<file path="config.mk">
export PLATFORM = sky130hd
export DESIGN_NAME = uart_rx_readport
export DESIGN_NICKNAME = d
export VERILOG_FILES = /design/src/rtl/uart_rdport_pkg.sv /design/src/rtl/rdport_sync.sv /design/src/rtl/rdport_fifo.sv /design/src/rtl/rdport_access_ctrl.sv /design/src/rtl/uart_rx_readport.sv
export SDC_FILE = /design/constraint.sdc
export NUM_CORES = 1
export LEC_CHECK = 0
export CORE_MARGIN = 3
export CORE_UTILIZATION = 40
export CTS_CLUSTER_SIZE = 16
export DETAILED_ROUTE_END_ITERATION = 7
export DONT_BUFFER_PORTS = 1
export GPL_ROUTABILITY_DRIVEN = 0
export PLACE_DENSITY = 0.63
export REMOVE_ABC_BUFFERS = 1
export SETUP_SLACK_MARGIN = 0.02
export SLEW_MARGIN = 10
export SYNTH_ARGS = -nofsm -noshare
export SYNTH_HDL_FRONTEND = slang
export SYNTH_SLANG_ARGS = --single-unit
</file>
<file path="constraint.sdc">
create_clock -name clk -period 4.1 [get_ports clk]
set_input_delay 0.41 -clock clk [delete_from_list [all_inputs] [get_ports clk]]
set_output_delay 0.41 -clock clk [all_outputs]
set_load 0.01 [all_outputs]
</file>
<file path="src/rtl/uart_rdport_pkg.sv">
package uart_rdport_pkg;
   localparam int WORD_W   = 32;
   localparam int BYTE_W   = 8;
   localparam int DP_BIT   = 8;
   localparam int OVR_BIT  = 9;

   function automatic logic [WORD_W-1:0] pack_word(input logic [BYTE_W-1:0] b,
                                                   input logic present,
                                                   input logic ovr);
      logic [WORD_W-1:0] w;
      w = '0;
      w[BYTE_W-1:0] = present ? b : '0;
      w[DP_BIT]     = present;
      w[OVR_BIT]    = ovr;
      return w;
   endfunction
endpackage

</file>
<file path="src/rtl/rdport_sync.sv">
module rdport_sync #(
   parameter int   STAGES    = 2,
   parameter logic RESET_VAL = 1'b0
) (
   input  logic clk,
   input  logic rst,
   input  logic d,
   output logic q
);
   logic [STAGES-1:0] chain_q;

   generate
      if (STAGES < 2) begin : g_bad
         $error("rdport_sync: STAGES must be at least 2");
      end
      for (genvar i = 0; i < STAGES; i++) begin : g_stage
         if (i == 0) begin : g_first
            always_ff @(posedge clk) begin
               if (rst) chain_q[0] <= RESET_VAL;
               else     chain_q[0] <= d;
            end
         end else begin : g_next
            always_ff @(posedge clk) begin
               if (rst) chain_q[i] <= RESET_VAL;
               else     chain_q[i] <= chain_q[i-1];
            end
         end
      end
   endgenerate

   assign q = chain_q[STAGES-1];
endmodule

</file>
<file path="src/rtl/rdport_fifo.sv">
module rdport_fifo #(
   parameter int DEPTH = 16,
   parameter int W     = 8,
   localparam int AW   = (DEPTH > 1) ? $clog2(DEPTH) : 1,
   localparam int CW   = $clog2(DEPTH + 1)
) (
   input  logic          clk,
   input  logic          rst,
   input  logic          push,
   input  logic [W-1:0]  din,
   input  logic          pop,
   output logic [W-1:0]  head,
   output logic [CW-1:0] count,
   output logic          full,
   output logic          empty,
   output logic          overrun
);
   logic [W-1:0]  mem_q [DEPTH];
   logic [AW-1:0] wr_q, rd_q, wr_nx, rd_nx;
   logic [CW-1:0] cnt_q;
   logic          ovr_q;
   logic          pop_ok, push_ok;

   assign empty   = (cnt_q == '0);
   assign full    = (cnt_q == CW'(DEPTH));
   assign pop_ok  = pop & ~empty;
   assign push_ok = push & (~full | pop_ok);

   generate
      if (DEPTH < 2) begin : g_bad
         $error("rdport_fifo: DEPTH must be at least 2");
      end
      if ((1 << AW) == DEPTH) begin : g_pow2
         assign wr_nx = wr_q + 1'b1;
         assign rd_nx = rd_q + 1'b1;
      end else begin : g_wrap
         assign wr_nx = (wr_q == AW'(DEPTH - 1)) ? '0 : wr_q + 1'b1;
         assign rd_nx = (rd_q == AW'(DEPTH - 1)) ? '0 : rd_q + 1'b1;
      end
   endgenerate

   always_ff @(posedge clk) begin
      if (push_ok) mem_q[wr_q] <= din;
   end

   always_ff @(posedge clk) begin
      if (rst) begin
         wr_q  <= '0;
         rd_q  <= '0;
         cnt_q <= '0;
         ovr_q <= 1'b0;
      end else begin
         if (push_ok) wr_q <= wr_nx;
         if (pop_ok)  rd_q <= rd_nx;
         case ({push_ok, pop_ok})
            2'b10:   cnt_q <= cnt_q + 1'b1;
            2'b01:   cnt_q <= cnt_q - 1'b1;
            default: cnt_q <= cnt_q;
         endcase
         if (pop_ok)                 ovr_q <= 1'b0;
         else if (push && !push_ok)  ovr_q <= 1'b1;
      end
   end

   assign head    = mem_q[rd_q];
   assign count   = cnt_q;
   assign overrun = ovr_q;
endmodule

</file>
<file path="src/rtl/rdport_access_ctrl.sv">
module rdport_access_ctrl #(
   parameter int WAIT_CYCLES = 2,
   localparam int WW = $clog2(WAIT_CYCLES + 1)
) (
   input  logic clk,
   input  logic rst,
   input  logic oe_n_s,
   input  logic reg_en_s,
   input  logic present,
   output logic pop,
   output logic snap,
   output logic bus_wait
);
   logic          oe_d_q, re_d_q;
   logic          snap_q, armed_q;
   logic [WW-1:0] wait_q;
   logic          oe_rise, re_rise;

   generate
      if (WAIT_CYCLES < 1) begin : g_bad
         $error("rdport_access_ctrl: WAIT_CYCLES must be at least 1");
      end
   endgenerate

   assign oe_rise = oe_n_s & ~oe_d_q;
   assign re_rise = reg_en_s & ~re_d_q;

   always_ff @(posedge clk) begin
      if (rst) begin
         oe_d_q  <= 1'b1;
         re_d_q  <= 1'b0;
         snap_q  <= 1'b0;
         armed_q <= 1'b0;
         wait_q  <= '0;
      end else begin
         oe_d_q <= oe_n_s;
         re_d_q <= reg_en_s;
         if (re_rise)      snap_q <= present;
         else if (oe_rise) snap_q <= 1'b0;
         if (oe_rise)      armed_q <= 1'b0;
         else if (!oe_n_s) armed_q <= 1'b1;
         if (re_rise)              wait_q <= WW'(WAIT_CYCLES);
         else if (wait_q != '0)    wait_q <= wait_q - 1'b1;
      end
   end

   assign pop      = oe_rise & snap_q & armed_q;
   assign snap     = snap_q;
   assign bus_wait = (wait_q != '0);
endmodule

</file>
<file path="src/rtl/uart_rx_readport.sv">
module uart_rx_readport #(
   parameter int FIFO_DEPTH  = 16,
   parameter int SYNC_STAGES = 2,
   parameter int WAIT_CYCLES = 2,
   localparam int CW = $clog2(FIFO_DEPTH + 1)
) (
   input  logic        clk,
   input  logic        rst,
   input  logic        oe_n_async,
   input  logic        reg_en_async,
   input  logic        rx_serial_async,
   output logic        rx_serial_sync,
   input  logic        rx_byte_valid,
   input  logic [7:0]  rx_byte,
   output logic [31:0] rd_word,
   output logic        data_present,
   output logic        bus_wait
);
   import uart_rdport_pkg::*;

   logic          oe_n_s, reg_en_s;
   logic          pop_w, snap_w;
   logic [7:0]    head_w;
   logic [CW-1:0] fifo_count;
   logic          fifo_full, fifo_empty, overrun_w;

   rdport_sync #(.STAGES(SYNC_STAGES), .RESET_VAL(1'b1)) u_sync_oe (
      .clk(clk), .rst(rst), .d(oe_n_async), .q(oe_n_s));
   rdport_sync #(.STAGES(SYNC_STAGES), .RESET_VAL(1'b0)) u_sync_re (
      .clk(clk), .rst(rst), .d(reg_en_async), .q(reg_en_s));
   rdport_sync #(.STAGES(SYNC_STAGES), .RESET_VAL(1'b1)) u_sync_ser (
      .clk(clk), .rst(rst), .d(rx_serial_async), .q(rx_serial_sync));

   rdport_fifo #(.DEPTH(FIFO_DEPTH), .W(BYTE_W)) u_fifo (
      .clk(clk), .rst(rst), .push(rx_byte_valid), .din(rx_byte),
      .pop(pop_w), .head(head_w), .count(fifo_count), .full(fifo_full),
      .empty(fifo_empty), .overrun(overrun_w));

   rdport_access_ctrl #(.WAIT_CYCLES(WAIT_CYCLES)) u_ctrl (
      .clk(clk), .rst(rst), .oe_n_s(oe_n_s), .reg_en_s(reg_en_s),
      .present(~fifo_empty), .pop(pop_w), .snap(snap_w), .bus_wait(bus_wait));

   assign data_present = ~fifo_empty;
   assign rd_word      = pack_word(head_w, ~fifo_empty, overrun_w);
endmodule

</file>
==> results of run 1 <==
## registers in the layout (all words and copies together), names as in the netlist, 2 cells and up, named ones only
| register | flops |
|---|---|
| u_ctrl.wait_q | 2 |
| u_fifo.count | 5 |
| u_fifo.mem_q | 128 |
| u_fifo.rd_q | 4 |
| u_fifo.wr_q | 4 |
## report_power, final
group	internal [mW]	switching (mW)
Sequential	1.77	0.0282
Combinational	0.0797	0.140
Clock	1.02	0.624
Total	2.87	0.792
## per-layer routing
layer / global-route usage, % / vias to the layer above
li1: - / 1465
met1: 17.7 / 1611
met2: 23.6 / 83
met3: 4.68 / 10
met4: 3.77 / 0
met5: 0 / -
## cell type report
cell class / count / area, um2 / share of cell area, %
clock buffers: 18 / 429 / 5.93
clock inverters: 14 / 190 / 2.63
repair buffers: 7 / 52.6 / 0.726
inverters: 8 / 35.0 / 0.484
multi-input cells: 201 / 1820 / 25.1
well taps: 216 / 270 / 3.73
flip-flops and latches: 158 / 4450 / 61.4
## worst max-delay path by stage
stage / start / endpoint / slack, ps / cells after the start
floorplan: u_fifo.count[0]$_SDFFE_PP0P_ / u_fifo.count[4]$_SDFFE_PP0P_ / 1220 / 10
global placement: u_fifo.count[0]$_SDFFE_PP0P_ / u_fifo.count[4]$_SDFFE_PP0P_ / 1040 / 10
detailed placement: u_fifo.count[2]$_SDFFE_PP0P_ / u_fifo.count[4]$_SDFFE_PP0P_ / 960 / 10
CTS: register / rd_word[4] / 840 / 4
global route: u_fifo.count[2]$_SDFFE_PP0P_ / u_fifo.count[4]$_SDFFE_PP0P_ / 710 / 10
finish: u_fifo.count[1]$_SDFFE_PP0P_ / u_fifo.count[4]$_SDFFE_PP0P_ / 920 / 10
## cell usage in the layout, fill, tap and decap left out, types with 3 or more instances in the layout
master,n
o21ai_0,3
clkbuf_16,17
bufinv_16,4
a211oi_1,16
inv_1,7
clkinv_4,4
mux2i_1,10
nor2b_1,13
nor2_1,27
nor3_1,7
buf_4,7
ha_1,8
a21oi_1,7
dfxtp_1,29
conb_1,22
edfxtp_1,128
nand2b_1,5
nand2_1,8
mux4_2,32
xor2_1,7
or2_2,6
## cell families after synthesis
group	Yosys count	share of synthesized area (%)
adder cells (fa/ha/maj)	8	1.54
other	1	0.0575
AND/OR/NAND/NOR	77	6.11
buffers and inverters	55	5.11
AO/OA/AOI/OAI	42	5.03
flip-flops	158	68.2
XOR/XNOR	9	1.21
multiplexers	43	12.8
## stage by stage
stage,total power [mW],utilization [%],cell area [um2]
6_report,3.66,45.4,7240
5_1_grt,3.81,45.4,7240
4_1_cts,3.71,45.4,7240
3_5_place_dp,2.06,41.5,6620
3_3_place_gp,2.05,41.5,6620
2_1_floorplan,2.00,-,6300
==> impl_metrics.toml, run 1 <==
[detailed_routing]
vias = 3169
drtPass1Iterations = 4
wl_met2_um = 6120
top_layer = "met4"
antenna_left = 0
wl_met1_um = 4850
avgViaCountPerCell = 5.09
routedWlPerCell_um = 18.9
wl_met3_um = 666
first_iter_violations = 199
drc = 0
routed_wl_um = 11700

[clocking]
clk_latency_ps = 410
postCtsSetupBuffers = 0
root_buffer = "clkbuf_16"
cts_buffers = 17
htree_levels = 4
cts_tree = "built"
cts.repair.resized = 0
clock-sinks = 158
cts_hold_buf = 0
path_clk_slew_ps = 60
clock_path_buffers = 2

[critical_path]
crit_path_end_kind = "register"
reg2reg_from = "u_fifo.count[1]$_SDFFE_PP0P_"
critical_path.top_delay_family = "simple AND/OR/NAND/NOR gates"
crit_fanout = 8
cp.buffers_inverters = 1
crit_chain = "or4_4, o31a_4, clkinv_4, ha_1, xor2_1, ha_1, a21oi_1, a32oi_1, or4_1, o311ai_0"
slowest_delay_ps = 610
cp-start-kind = "register"
worstPathArrival_ps = 3490
crit_path_frequent_cell = "ha_1"
ff2ff_setup_slack_ps = 920
critical_path_class = "register to register"
crit_required_ps = 4410
timing.rr.end = "u_fifo.count[4]$_SDFFE_PP0P_"
cpMaxStageDelayCell = "or4_4"
ff2ff_path_depth = 10

[layout]
antennaDiodeCount = 0
fillCellCount = 1390
syn2layout_area_growth_pct = 11.1
instances_no_fill = 622
drive_gt1_share_pct = 21.2
fin_nets = 415

[floorplan]
die_area_mm2 = 0.0179
rows = 46
floorplan.initialDensity_pct = 40.9
die_y_um = 134
ios = 49
core_mm2 = 0.0159
die_x_um = 134

[min_path]
holdPathStages = 1
min_to = "u_fifo.wr_q[3]$_SDFFE_PP0P_"
hp-class = "input port to register"
hp-start = "rst"

[synthesis]
synth_most_common_cell = "edfxtp_1"
synthDistinctLibCells = 47
synth_top_area_share_pct = 59.0
avgSynthCellArea_um2 = 16.6
synth.cell_area_mm2 = 0.00652
netlist_instances = 393
synth_edf_count = 128
synthTopCellsByCount = "edfxtp_1 (128), mux4_2 (32), dfxtp_1 (30)"
seq_area_frac_synth_pct = 68.2
synth_area_leaders = "edfxtp_1 (59%), mux4_2 (11%), dfxtp_1 (9.2%)"
synthFlopType = "edfxtp_1"
yosysTopAreaCell = "edfxtp_1"
synth_async_sr_flop_share_pct = 0
synth_seq_cells = 158
ys_warn_count = 0

[sta]
period_needed_ps = 3180
max_freq_ghz = 0.314
hold_ws_ps = 57.2
drv_slew = 0
setup_viol = 0
finalCritPeriodShare_pct = 77.6
fin_worst_skew_ps = 7.48
fin_ws_ps = 919
fin_tns_setup_ps = 0
tightestPinTransition_ps = 1010
slew_headroom_pct = 32.2
hold_violations = 0
rsz0062_at_grt = "false"

[place]
placed_cells = 590
dp_hpwl_um = 7340
dp_slack_ps = 956
portBuffers = 0

[pwr]
powerDensity_mw_per_mm2 = 506
p_leak_nw = 2.33
ir_worst_vdd_v = 0.000346

[job]
max-cap-violations = 0

[global_route]
antenna_found_initial = 0
track_usage_pct = 14.1
grt_pass1_wl_um = 18600
grt_pass1_vias = 3355
grt_max_degree = 33
gr-total-overflow = 0

[status]
status = "complete, no violations"
Note: power is estimated with default switching activity, not from simulation.
==> run 2: changes to the inputs <==
Clock period 4.1 ns to 3.15 ns, I/O delays scaled along.
==> impl_metrics.toml, run 2 (synthesis results as in run 1) <==
[clocking]
cts_buffers = 17
cts_tree = "built"
path_clk_slew_ps = 60
clock_path_buffers = 2
clk_latency_ps = 420
htree_levels = 4
root_buffer = "clkbuf_16"
clock-sinks = 158

[sta]
max_freq_ghz = 0.341
tightestPinTransition_ps = 897
setup_viol = 0
finalCritPeriodShare_pct = 93.1
rsz0062_at_grt = "false"
hold_ws_ps = 23.2
fin_worst_skew_ps = 6.49
hold_violations = 0
period_needed_ps = 2930
slew_headroom_pct = 40.0
fin_tns_setup_ps = 0
drv_slew = 0

[global_route]
use_met2_pct = 24.0
track_usage_pct = 14.3
grt_max_degree = 27
use_met3_pct = 5.36
grt_pass1_wl_um = 18900
top_usage_layer = "met2"
use_met1_pct = 17.7
gr-total-overflow = 0
grt_pass1_vias = 3405
antenna_found_initial = 0

[floorplan]
core_mm2 = 0.0159
die_y_um = 134
rows = 46
die_area_mm2 = 0.0179
die_x_um = 134
ios = 49
floorplan.initialDensity_pct = 40.9

[critical_path]
crit_fanout = 8
cp-start-kind = "register"
ff2ff_setup_slack_ps = 220
crit_required_ps = 3470
reg2reg_from = "u_fifo.count[1]$_SDFFE_PP0P_"
crit_path_end_kind = "register"
worstPathArrival_ps = 3250
critical_path_class = "register to register"
critPathLaunch = "u_fifo.count[1]$_SDFFE_PP0P_"

[pwr]
p_leak_nw = 2.44
powerDensity_mw_per_mm2 = 640
intPower_mw = 3.69
p_clk_share_pct = 43.9
ir_worst_vdd_v = 0.000421
power_frac_comb_pct = 7.0
sequentialPowerShare_pct = 49.1
p_switching_mw = 1.09
p_sw_share_pct = 22.8

[layout]
largest_register = "u_fifo.mem_q"
multi_input_area_mm2 = 0.00182
regArea_mm2 = 0.00445
final_util_pct = 46.8
fin_nets = 439
drive_gt1_share_pct = 23.3
antennaDiodeCount = 0
fillCellCount = 1391
syn2layout_area_growth_pct = 14.4
largest_reg_flops = 128
final_common_cell = "edfxtp_1"
final_cell_mix = "edfxtp_1 (128), mux4_2 (32), dfxtp_1 (29)"

[detailed_routing]
routedWlPerCell_um = 18.5
avgViaCountPerCell = 5.07
routed_wl_um = 12000
antenna_left = 0
first_iter_violations = 259
vias = 3278
drc = 0
drtPass1Iterations = 4

[place]
portBuffers = 0
dp_hpwl_um = 7490

[job]
max-cap-violations = 0

[min_path]
hp-class = "input port to register"
hp-start = "reg_en_async"

[status]
status = "complete, no violations"
[run 2: layout make-up]
class                   count  share of cell area (%)
flip-flops and latches    158                    59.6
multi-input cells         201                    24.5
clock buffers              17                    5.71
repair buffers             31                    3.66
well taps                 216                    3.63
clock inverters            15                    2.45
inverters                   8                   0.470
[run 2: critical path: stages (launching register included)]
cell      delay [ps]
dfxtp_1          380
or4_4            620
o31a_4           400
clkinv_4          80
ha_1             190
xor2_1            80
ha_1             200
a21oi_2          230
a32oi_1          160
or4_1            400
o311ai_0          90
[run 2: metal layers]
layer	vias up	wire (um)
li1	1512	-
met5	-	0
met1	1685	5040
met2	74	6230
met4	0	70
met3	7	615
[run 2: stage by stage]
step / instances / setup WS [ps] / total power, mW / area (um2)
finish: 646 / 218 / 4.77 / 7450
global placement: 603 / 231 / 2.68 / 6730
floorplan: 367 / 266 / 2.60 / 6300
global route: 646 / 55.9 / 4.98 / 7450
detailed placement: 603 / 141 / 2.69 / 6730
CTS: 646 / 118 / 4.83 / 7450
[run 2: what timing repair did]
action	in CTS	in global routing
resized for setup	0	1
endpoints found under the hold margin	156	0
endpoints found under the setup margin	0	2
hold buffers	11	0
setup buffers	0	0
[run 2: path summary, 6_finish.rpt]
kind | cells after the start | end
max | 10 | u_fifo.count[4]$_SDFFE_PP0P_
min reg2reg | 1 | u_sync_oe.q$_SDFF_PP1_
min | 1 | u_sync_re.chain_q[0]$_SDFF_PP0_
max reg2reg | 10 | u_fifo.count[4]$_SDFFE_PP0P_
[run 2: power groups by stage]
stage | combinational (mW) | clock, mW | sequential, mW
2_1_floorplan | 0.217 | 0 | 2.38
6_report | 0.334 | 2.10 | 2.35
5_1_grt | 0.372 | 2.25 | 2.35
3_5_place_dp | 0.301 | 0 | 2.39
4_1_cts | 0.340 | 2.14 | 2.35
3_3_place_gp | 0.292 | 0 | 2.39
==> run 3: changes to the inputs <==
Clock period 3.15 ns to 3.76 ns, I/O delays scaled along.
==> impl_metrics.toml, run 3 (synthesis results as in run 1) <==
[status]
status = "complete, no violations"

[detailed_routing]
drtPass1Iterations = 4
first_iter_violations = 320
antenna_left = 0
drc = 0
routedWlPerCell_um = 19.3
routed_wl_um = 12000
avgViaCountPerCell = 5.19
vias = 3235

[clocking]
path_clk_slew_ps = 70
cts_tree = "built"
postCtsSetupBuffers = 0
root_buffer = "clkbuf_16"
cts_buffers = 17
clock-sinks = 158
htree_levels = 4
clock_path_buffers = 2
clk_latency_ps = 430

[critical_path]
cp-start-kind = "register"
timing.rr.end = "u_fifo.count[4]$_SDFFE_PP0P_"
crit_path_frequent_cell = "ha_1"
worstPathArrival_ps = 3590
crit_required_ps = 4080
ff2ff_setup_slack_ps = 490
cp.buffers_inverters = 1
crit_path_end_kind = "register"
critical_path_class = "register to register"
reg2reg_from = "u_fifo.count[1]$_SDFFE_PP0P_"
crit_fanout = 8
slowest_delay_ps = 610
crit_chain = "or4_4, o31a_4, clkinv_4, ha_1, xor2_1, ha_1, a21oi_1, a32oi_1, or4_1, o311ai_0"
critical_path.top_delay_family = "simple AND/OR/NAND/NOR gates"
ff2ff_path_depth = 10
cpMaxStageDelayCell = "or4_4"

[pwr]
powerDensity_mw_per_mm2 = 546
power_mw = 3.96
ir_worst_vdd_v = 0.000376
p_leak_nw = 2.34

[sta]
slew_headroom_pct = 36.4
setup_viol = 0
tightestPinTransition_ps = 950
hold_violations = 0
period_needed_ps = 3270
drv_slew = 0
fin_worst_skew_ps = 12.6
fin_ws_ps = 492
rsz0062_at_grt = "false"
fin_tns_setup_ps = 0
max_freq_ghz = 0.306
finalCritPeriodShare_pct = 86.9

[layout]
final_common_cell = "edfxtp_1"
antennaDiodeCount = 0
syn2layout_area_growth_pct = 11.3
largest_register = "u_fifo.mem_q"
fillCellCount = 1395
regArea_mm2 = 0.00445
multi_input_area_mm2 = 0.00183
instances_no_fill = 623
drive_gt1_share_pct = 21.6
largest_reg_flops = 128
final_cell_mix = "edfxtp_1 (128), mux4_2 (32), dfxtp_1 (29)"
fin_nets = 416

[floorplan]
die_y_um = 134
floorplan.initialDensity_pct = 40.9
ios = 49
rows = 46
core_mm2 = 0.0159
die_x_um = 134
die_area_mm2 = 0.0179

[global_route]
antenna_found_initial = 0
gr-total-overflow = 0
grt_max_degree = 33
grt_pass1_wl_um = 18800
track_usage_pct = 14.1
grt_pass1_vias = 3266

[min_path]
min_to = "u_fifo.wr_q[2]$_SDFFE_PP0P_"
holdPathStages = 1
hp-class = "input port to register"
hp-start = "rst"

[place]
placed_cells = 588
portBuffers = 0
dp_hpwl_um = 7430
dp_slack_ps = 540

[job]
max-cap-violations = 0
[run 3: worst max path at each step]
stage,endpoint,startpoint,slack (ps),cells past startpoint
after CTS,u_fifo.count[4]$_SDFFE_PP0P_,u_fifo.count[1]$_SDFFE_PP0P_,520,10
after global routing,u_fifo.count[4]$_SDFFE_PP0P_,u_fifo.count[2]$_SDFFE_PP0P_,390,10
after global placement,u_fifo.count[4]$_SDFFE_PP0P_,u_fifo.count[0]$_SDFFE_PP0P_,700,10
after floorplan,u_fifo.count[4]$_SDFFE_PP0P_,u_fifo.count[0]$_SDFFE_PP0P_,880,10
final,u_fifo.count[4]$_SDFFE_PP0P_,u_fifo.count[1]$_SDFFE_PP0P_,490,10
after detailed placement,u_fifo.count[4]$_SDFFE_PP0P_,u_fifo.count[1]$_SDFFE_PP0P_,540,10
[run 3: what timing repair did]
action	in CTS	in global routing
hold buffers	2	1
hold endpoints to repair	6	2
gates resized for setup	0	0
endpoints found under the setup margin	0	0
[run 3: worst register-to-register path, delay by kind of cell, from the launching register on]
family / cells / cell delay [ps]
simple gates: 2 / 1040
compound gates: 4 / 1030
fa+ha+maj: 2 / 510
flops: 1 / 380
xor+xnor: 1 / 130
buf+inv: 1 / 80
[run 3: metrics by stage]
stage	hold WS (ps)	util (%)	instance area (um2)
after floorplan	389	-	6300
after global placement	400	41.5	6620
after detailed placement	399	41.5	6620
after CTS	0.352	45.4	7240
after global routing	-0.635	45.5	7250
final	19.2	45.5	7250
[run 3: per-layer routing]
metal  track usage [%]  vias to the layer above  share of wire (%)
li1                  -                     1467                  -
met5                 0                        -                  0
met1              18.2                     1651                 42
met3              4.83                       11                6.6
met2              22.9                      106                 50
met4              4.11                        0               0.87
[run 3: power by group]
part / internal, mW / switching (mW) / total, mW
Sequential: 1.93 / 0.0305 / 1.96
Combinational: 0.0854 / 0.156 / 0.242
Clock: 1.00 / 0.750 / 1.75
Total: 3.02 / 0.936 / 3.96
[run 3: layout make-up]
type / count / share of cell area, %
sequential: 158 / 61.3
clock buffer: 17 / 5.87
inverter: 8 / 0.483
timing repair buffer: 8 / 0.932
multi-input combinational: 201 / 25.2
tap: 216 / 3.73
clock inverter: 15 / 2.48
